**src/rtl/ctx_stack_pkg.sv**
```systemverilog
package ctx_stack_pkg;
    parameter int BYTE_W = 8;
    parameter int WORD_W = 2 * BYTE_W;
    parameter int ADDR_W = 16;
    localparam int WORD_BYTES  = WORD_W / BYTE_W;
    localparam int FRAME_BYTES = 2 * WORD_BYTES;

    typedef logic [ADDR_W-1:0] addr_t;
    typedef logic [WORD_W-1:0] word_t;
    typedef logic [BYTE_W-1:0] byte_t;

    typedef enum logic [1:0] {ST_IDLE, ST_ACC0, ST_ACC1, ST_FIN} seq_state_e;
    typedef enum logic {OP_SAVE, OP_RESTORE} seq_op_e;

    typedef struct packed {
        word_t pc;
        byte_t ccr;
        addr_t sp;
    } ctx_t;

    // Address of one stack word for a given direction and access index.
    function automatic addr_t slot_addr(addr_t base, seq_op_e op, logic second);
        if (op == OP_SAVE)
            return second ? base - addr_t'(FRAME_BYTES) : base - addr_t'(WORD_BYTES);
        else
            return second ? base + addr_t'(WORD_BYTES) : base;
    endfunction

    function automatic word_t dup_byte(byte_t b);
        return {b, b};
    endfunction

    function automatic byte_t even_byte(word_t w);
        return w[WORD_W-1 -: BYTE_W];
    endfunction
endpackage

```
**src/rtl/ctx_seq_ctrl.sv**
```systemverilog
module ctx_seq_ctrl
    import ctx_stack_pkg::*;
(
    input  logic       clk,
    input  logic       rst,
    input  logic       irq_take,
    input  logic       rte_req,
    input  logic       sp_odd,
    input  logic       mem_ready,
    output seq_state_e state,
    output seq_op_e    op,
    output logic       start,
    output logic       align_err
);
    logic any_strobe;

    always_comb begin
        any_strobe = irq_take | rte_req;
        start      = (state == ST_IDLE) && any_strobe && !sp_odd;
    end

    always_ff @(posedge clk) begin
        if (rst) begin
            state     <= ST_IDLE;
            op        <= OP_SAVE;
            align_err <= 1'b0;
        end else begin
            align_err <= (state == ST_IDLE) && any_strobe && sp_odd;
            unique case (state)
                ST_IDLE: if (start) begin
                    state <= ST_ACC0;
                    op    <= irq_take ? OP_SAVE : OP_RESTORE;
                end
                ST_ACC0: if (mem_ready) state <= ST_ACC1;
                ST_ACC1: if (mem_ready) state <= ST_FIN;
                ST_FIN:  state <= ST_IDLE;
                default: state <= ST_IDLE;
            endcase
        end
    end
endmodule

```
**src/rtl/ctx_addr_gen.sv**
```systemverilog
module ctx_addr_gen
    import ctx_stack_pkg::*;
(
    input  ctx_t       work,
    input  seq_op_e    op,
    input  seq_state_e state,
    output addr_t      mem_addr,
    output logic       mem_we,
    output word_t      mem_wdata
);
    logic second;

    always_comb begin
        second   = (state == ST_ACC1);
        mem_addr = slot_addr(work.sp, op, second);
        mem_we   = (op == OP_SAVE);
        if (op == OP_SAVE)
            mem_wdata = second ? dup_byte(work.ccr) : work.pc;
        else
            mem_wdata = '0;
    end
endmodule

```
**src/rtl/ctx_frame_reg.sv**
```systemverilog
module ctx_frame_reg
    import ctx_stack_pkg::*;
(
    input  logic       clk,
    input  logic       rst,
    input  logic       start,
    input  ctx_t       cur,
    input  seq_op_e    op,
    input  seq_state_e state,
    input  logic       mem_ready,
    input  word_t      mem_rdata,
    output ctx_t       work,
    output ctx_t       result
);
    always_ff @(posedge clk) begin
        if (rst) begin
            work   <= '0;
            result <= '0;
        end else begin
            if (start)
                work <= cur;
            if (state == ST_ACC0 && mem_ready && op == OP_RESTORE)
                work.ccr <= even_byte(mem_rdata);
            if (state == ST_ACC1 && mem_ready) begin
                result.pc  <= (op == OP_RESTORE) ? mem_rdata : work.pc;
                result.ccr <= work.ccr;
                result.sp  <= (op == OP_SAVE) ? work.sp - addr_t'(FRAME_BYTES)
                                              : work.sp + addr_t'(FRAME_BYTES);
            end
        end
    end
endmodule

```
**src/rtl/ctx_stack_seq.sv**
```systemverilog
module ctx_stack_seq
    import ctx_stack_pkg::*;
(
    input  logic              clk,
    input  logic              rst,
    input  logic              irq_take,
    input  logic              rte_req,
    input  logic [WORD_W-1:0] cur_pc,
    input  logic [BYTE_W-1:0] cur_ccr,
    input  logic [ADDR_W-1:0] cur_sp,
    output logic              mem_req,
    output logic              mem_we,
    output logic [ADDR_W-1:0] mem_addr,
    output logic [WORD_W-1:0] mem_wdata,
    input  logic [WORD_W-1:0] mem_rdata,
    input  logic              mem_ready,
    output logic [WORD_W-1:0] new_pc,
    output logic [BYTE_W-1:0] new_ccr,
    output logic [ADDR_W-1:0] new_sp,
    output logic              done,
    output logic              busy,
    output logic              align_err
);
    seq_state_e state;
    seq_op_e    op;
    logic       start;
    ctx_t       cur, work, result;

    assign cur = '{pc: cur_pc, ccr: cur_ccr, sp: cur_sp};

    ctx_seq_ctrl u_ctrl (
        .clk(clk), .rst(rst), .irq_take(irq_take), .rte_req(rte_req),
        .sp_odd(cur_sp[0]), .mem_ready(mem_ready),
        .state(state), .op(op), .start(start), .align_err(align_err)
    );

    ctx_addr_gen u_addr (
        .work(work), .op(op), .state(state),
        .mem_addr(mem_addr), .mem_we(mem_we), .mem_wdata(mem_wdata)
    );

    ctx_frame_reg u_frame (
        .clk(clk), .rst(rst), .start(start), .cur(cur), .op(op),
        .state(state), .mem_ready(mem_ready), .mem_rdata(mem_rdata),
        .work(work), .result(result)
    );

    always_comb begin
        mem_req = (state == ST_ACC0) || (state == ST_ACC1);
        busy    = (state != ST_IDLE);
        done    = (state == ST_FIN);
        new_pc  = result.pc;
        new_ccr = result.ccr;
        new_sp  = result.sp;
    end
endmodule

```
**config.mk**
```make
export PLATFORM = sky130hd
export DESIGN_NAME = ctx_stack_seq
export DESIGN_NICKNAME = d
export VERILOG_FILES = /design/src/rtl/ctx_stack_pkg.sv /design/src/rtl/ctx_seq_ctrl.sv /design/src/rtl/ctx_addr_gen.sv /design/src/rtl/ctx_frame_reg.sv /design/src/rtl/ctx_stack_seq.sv
export SDC_FILE = /design/constraint.sdc
export NUM_CORES = 1
export LEC_CHECK = 0
export CORE_MARGIN = 2
export CORE_UTILIZATION = 47
export CTS_BUF_LIST = sky130_fd_sc_hd__clkbuf_4 sky130_fd_sc_hd__clkbuf_8 sky130_fd_sc_hd__clkbuf_16
export DETAILED_ROUTE_END_ITERATION = 10
export PLACE_DENSITY = 0.93
export RECOVER_POWER = 100
export SETUP_SLACK_MARGIN = 0.02
export SLEW_MARGIN = 10
export SYNTH_ARGS = -nofsm -noshare
export SYNTH_HDL_FRONTEND = slang
export SYNTH_SLANG_ARGS = --single-unit
export TNS_END_PERCENT = 30
```
**constraint.sdc**
```tcl
create_clock -name clk -period 2.45 [get_ports clk]
set_clock_uncertainty 0.15 [all_clocks]
set_input_delay 0.49 -clock clk [delete_from_list [all_inputs] [get_ports clk]]
set_output_delay 0.49 -clock clk [all_outputs]
set_load 0.03 [all_outputs]
```
Word-level counts from Yosys, hierarchy flattened
Index checks and enable logic that the tools add are counted.
{"block": "word_totals", "in_bits": 61, "regBits": 84}
{"block": "classes", "muxes": 14, "reduce_logical": 13, "n_eq_ne": 6, "bitwise_logic": 2, "n_addsub": 4}
{"op": "two-way mux 16 bit", "count": 7}
{"op": "two-way mux 24 bit", "count": 1}
{"op": "adder 16 x 2 -> 16 bit (second input constant)", "count": 1}
{"op": "adder 16 x 3 -> 16 bit (second input constant)", "count": 1}
{"op": "subtractor 16 x 2 -> 16 bit (second input constant)", "count": 1}
{"op": "subtractor 16 x 3 -> 16 bit (second input constant)", "count": 1}
{"op": "two-way mux 8 bit", "count": 1}
{"op": "one-hot mux 2 bit (4 select lines)", "count": 1}
{"op": "logical AND 1 bit", "count": 6}
{"op": "two-way mux 2 bit", "count": 3}
{"op": "!= test 2 bit (second input constant)", "count": 3}
{"op": "== test 2 bit (second input constant)", "count": 2}
{"op": "nonzero test 2 bit", "count": 2}
{"op": "AND reduction 3 bit", "count": 1}
{"op": "== test 2 x 1 -> 1 bit (second input constant)", "count": 1}
{"op": "logical NOT 2 bit", "count": 1}
{"op": "AND reduction 2 bit", "count": 1}
{"op": "logical NOT 1 bit", "count": 1}
{"op": "logical OR 1 bit", "count": 1}
{"op": "two-way mux 1 bit", "count": 1}
{"op": "NOT 1 bit", "count": 1}
{"op": "OR 1 bit", "count": 1}

Longest topological paths before layout
Gate-level depths: netlist of run 1.
{"block": "logic_depth", "word_depth": 5, "mapped_depth": 8}

Hierarchy
A second synthesis of run 1 with hierarchy kept.
{"block": "unflattened", "cells_unflattened": 575, "area_unflattened_um2": 4735.8}
{"module": "ctx_frame_reg", "area_per_inst_um2": 3714.8, "instances": 1, "cells_per_inst": 411, "seq_area_each_um2": 1601.5}
{"module": "ctx_addr_gen", "area_per_inst_um2": 772.0, "instances": 1, "cells_per_inst": 135, "seq_area_each_um2": 0.0}
{"module": "ctx_seq_ctrl", "area_per_inst_um2": 212.7, "instances": 1, "cells_per_inst": 24, "seq_area_each_um2": 80.1}
{"module": "ctx_stack_seq", "area_per_inst_um2": 36.3, "instances": 1, "cells_per_inst": 5, "seq_area_each_um2": 0.0}

Worst setup path after synthesis of run 1
Ideal clock, no wire load.
{"block": "synth_timing", "kind": "reg2out", "from": "register u_ctrl.state[0]", "to": "output mem_addr[15]", "arrival_time_ps": 2085, "path_stages_with_launch": 8, "path_slack_ps": -275, "t_required_ps": 1810, "n_path_buf": 1, "path_cell_list": "dfxtp_1 inv_1 ha_1 clkbuf_1 nand4_1 nor4_1 a32oi_1 xnor2_1"}
{"block": "synth_between", "elab_chain_cells": 3, "word_cells_on_any_way": 4, "cone_classes": "eq/ne (1); mux (3)"}
{"item": "from (decl)", "line": "ctx_seq_ctrl.sv:10", "rtl": "output seq_state_e state,"}
{"item": "from (signal assigned)", "line": "ctx_seq_ctrl.sv:24", "rtl": "state <= ST_IDLE;"}
{"item": "from (signal assigned)", "line": "ctx_seq_ctrl.sv:31", "rtl": "state <= ST_ACC0;"}
{"item": "from (signal assigned)", "line": "ctx_seq_ctrl.sv:34", "rtl": "ST_ACC0: if (mem_ready) state <= ST_ACC1;"}
{"item": "== test 2 bit *", "line": "ctx_addr_gen.sv:14", "rtl": "second = (state == ST_ACC1);"}
{"item": "two-way mux 16 bit (on tied branches)", "line": "ctx_stack_pkg.sv:24, ctx_stack_pkg.sv:26"}
{"item": "two-way mux 16 bit *", "line": "ctx_stack_pkg.sv:23", "rtl": "if (op == OP_SAVE)"}
{"item": "to (decl)", "line": "ctx_stack_seq.sv:13", "rtl": "output logic [ADDR_W-1:0] mem_addr,"}
Every way passes the cells marked *; elsewhere a longest branch is shown, timed or not.

Worst setup path after layout of run 1
{"block": "layout_timing", "from": "register u_frame.work[8] (netlist name)", "to": "output mem_addr[14]"}
{"block": "layout_between", "elab_chain_cells": 3, "word_cells_on_any_way": 6, "cone_classes": "add/sub (3); mux (3)"}
{"item": "subtractor 16 x 2 -> 16 bit (tied with other cells)", "line": "ctx_stack_pkg.sv:24", "rtl": "return second ? base - addr_t'(FRAME_BYTES) : base - addr_t'(WORD_BYTES);"}
{"item": "two-way mux 16 bit (on tied branches)", "line": "ctx_stack_pkg.sv:24, ctx_stack_pkg.sv:26"}
{"item": "two-way mux 16 bit *", "line": "ctx_stack_pkg.sv:23"}
Marks and branches as above.

==> summary.md, run 1 <==
### Yosys
- 0 — number of enable-type register cells in the synthesized netlist
- dfxtp_1 — biggest area consumer among synthesized cells
- dfxtp_1 (38%), nand2_1 (10%), a21oi_1 (7.9%) — top cells by area in the synthesized netlist
- 645 — net count after synthesis
- 52 — library cells used by synthesis
- nand2_1 (120), dfxtp_1 (84), a21oi_1 (69) — Post-synth top cells
- 84 — FF+latch count, synth
- 4398 um2 — netlist area before placement
- 7.649 um2 — average footprint of a synthesized cell
- 575 — Post-Syn Instances
- 0.3824 — sequential cell area fraction in the yosys report
- 0 — total of warnings raised by yosys
- 0 — ys async rst share
- 0.3824 — area share of the leading cell type in the synthesized netlist
- dfxtp_1 — commonest register cell after synthesis
- nand2_1 — top-count cell post-synth

### Die
- 10150 um2 — floorplan die area
- 35 — number of rows created at floorplan
- 9153 um2 — core region area
- 100.7 um — y dimension of the die
- 138 — number of ports placed on the die boundary
- 100.7 um — Die X-Extent
- 0.4805 — starting density of the core

### Final layout
- 789 — # nets final
- 835 — final standard cell count with taps included and fillers excluded
- 47.45% — Area growth, synth to finish
- 0 — antenna diode instance count
- 0.1948 — share of post-route cells with drive strength above 1
- 6485 um2 — post-route cell area

### Min path
- flip-flop to flip-flop — Hold Crit Class
- u_frame.result[19]$_SDFFE_PP0P_ — WHS Endpoint
- 2 — Cells on Worst Hold Path
- u_frame.result[19]$_SDFFE_PP0P_ — hold path startpoint

### Drt
- 385 — number of DRC violations after detailed-routing iteration 0
- 0 — DRC violations left
- 15.04 mm — final wirelength
- 4922 — total via count in the routed design
- 0 — Antenna Violating Nets Remaining
- 5.895 — Vias/cell
- 5 — first-pass detailed-route iteration total
- 18.01 um — routed length per instance

### Placement
- 10.67 mm — Post-DP HPWL
- 814 — instance count after placement with tap cells included
- 6082 um2 — area after detailed placement
- 137 — Port Buffer Count
- 0.9486 — routability cong.

### Global routing
- 23.16 mm — wire length of the first global-routing pass
- 0.2852 — global-route usage over all layers
- 0.04785 — routing usage on met3
- 0.4528 — Global Route met2 Usage
- 4769 — number of global-route vias before repair
- 0 — number of antenna violations at the first check in global routing
- 0.3788 — met1 layer usage reported by global route
- 47 — largest net degree at the start of global routing
- 0 — total global routing overflow
- met2 — grt peak-use layer

### Setup path
- -0.09 ns — R2R Setup Slk
- u_ctrl.state[0]$_SDFFE_PP0P_ — source of the worst register-to-register timing path
- 4 — worst-path fanout max
- 1.81 ns — Worst EP required
- output pin — Critical Path Sink Type
- flip-flop to output pin — type of the setup path with the least slack
- 8 — number of cells on the worst reg-to-reg path
- 2.18 ns — Critical Path AT
- u_frame.result[39]$_SDFFE_PP0P_ — worst reg2reg path endpoint
- flip-flop — launching element type of the critical path

### STA
- 0.5910 ns — Worst Max-Slew Pin Slew
- 0.6024 — normalized max-slew margin
- 1.150 — Final Cycle Share
- 0.3020 ns — WHS
- 45 — # setup viols final
- 0 — final count of hold timing violations
- -0.3677 ns — Setup WS post-layout
- 0 — max-slew violation count
- yes — setup repair after global routing missed its margin
- 0.3549 GHz — highest clock frequency the design can meet
- 2.818 ns — final period demand of the worst path

### Clock tree
- 2 — buffer levels on the longest clock path
- 0.35 ns — insertion delay to the later sink of the worst-skew pair
- 0.09 ns — Reg clk slew, reported paths
- 0 — number of hold buffers added after cts
- clkbuf_8 — Clock Root Buffer
- 3 — H-tree levels
- 84 — clock sink count
- built — clock tree from TritonCTS
- 9 — CTS Buf Count

### Run status
- negative setup slack — failing checks
- complete, but fails checks — outcome

### Power and ir drop
- 976.3 nW/um2 — pwr dens
- 2.490 nW — Leak Pwr
- 0.8401 mV — highest ir drop seen on vdd

### Job
- 0 — number of max-cap violations

flip-flops by register name (all words and copies together), names as in the netlist:
name,cells
u_ctrl.align_err,1
u_ctrl.op,1
u_ctrl.state,2
u_frame.result,40
u_frame.work,40
worst max-delay path, cell delays in order (launching register included):
cell and delay, ns:
dfxtp_1 0.35, or4_4 0.58, or3_4 0.38, o22ai_4 0.21, xor2_4 0.16, buf_6 0.14
routing by layer:
layer	up-vias	wire length [um]
li1	2297	-
met5	-	0
met1	2309	6059
met2	252	7131
met3	64	1143
met4	0	703
per-stage QoR:
step / worst slack, ns / total power, mW / util / TNS (ns)
after global routing: -0.4040 / 6.615 / 0.7085 / -11.46
after detailed placement: 0.03073 / 5.127 / 0.6645 / 0
final: -0.3677 / 6.331 / 0.7085 / -3.976
after global placement: 0.08276 / 5.040 / 0.6645 / 0
after floorplan: -0.05915 / 3.854 / - / -0.1670
after CTS: -0.3289 / 6.280 / 0.7083 / -1.924
where the power goes:
part / switching [mW] / internal (mW)
registers: 0.197 / 1.56
logic: 2.10 / 1.54
clock network: 0.549 / 0.382
layout make-up:
cell class	count	area, um2
Fill cell	672	2668
Clock buffer	9	123.9
Clock inverter	7	62.56
Tap cell	111	138.9
Multi-Input combinational cell	429	2691
Timing Repair Buffer	185	1725
Inverter	10	37.54
Sequential cell	84	1705
layout by cell type (no fill, tap or decap), types with 24 or more instances in the layout:
cell             synthesis  routed
dfxtp_1                 84      77
nor2_1                  36      33
nand3_1                 24      24
dlygate4sd3_1            0      43
buf_4                    1      56
nand2_1                120     120
clkdlybuf4s50_1          0      60
a21oi_1                 69      65
cells by family (layout without fill, tap and decap cells):
logic type | after synthesis | after routing | share of synthesized area
AO/OA/AOI/OAI | 136 | 136 | 0.1972
XOR/XNOR | 18 | 18 | 0.03585
adder cells (fa/ha/maj) | 9 | 9 | 0.02561
buffers and inverters | 62 | 211 | 0.05661
flip-flops | 84 | 84 | 0.3824
multiplexers | 18 | 18 | 0.04097
AND/OR/NAND/NOR | 248 | 248 | 0.2615
how the worst max path moves through the flow:
stage / startpoint / endpoint / cells after the start
floorplan: u_ctrl.state[0]$_SDFFE_PP0P_ / mem_addr[12] / 7
global placement: u_ctrl.state[0]$_SDFFE_PP0P_ / mem_addr[12] / 8
detailed placement: u_ctrl.state[0]$_SDFFE_PP0P_ / mem_addr[12] / 8
CTS: u_frame.work[8]$_SDFFE_PP0N_ / mem_addr[14] / 5
global route: u_frame.work[8]$_SDFFE_PP0N_ / mem_addr[14] / 5
finish: u_frame.work[8]$_SDFFE_PP0N_ / mem_addr[14] / 5
repair_timing:
item / CTS / global route
endpoints found under the hold margin: 0 / 0
endpoints found under the setup margin: 18 / 23
buffers inserted: 5 / 0
pin swaps: 13 / 4
gates resized for setup: 47 / 14
Note: power is estimated with default switching activity, not from simulation.
==> run 2, diff against run 1 <==
SLEW_MARGIN = 5   (was 10)
==> results of run 2 <==
No change in the layout: final DEF, timing and power equal those of run 1.
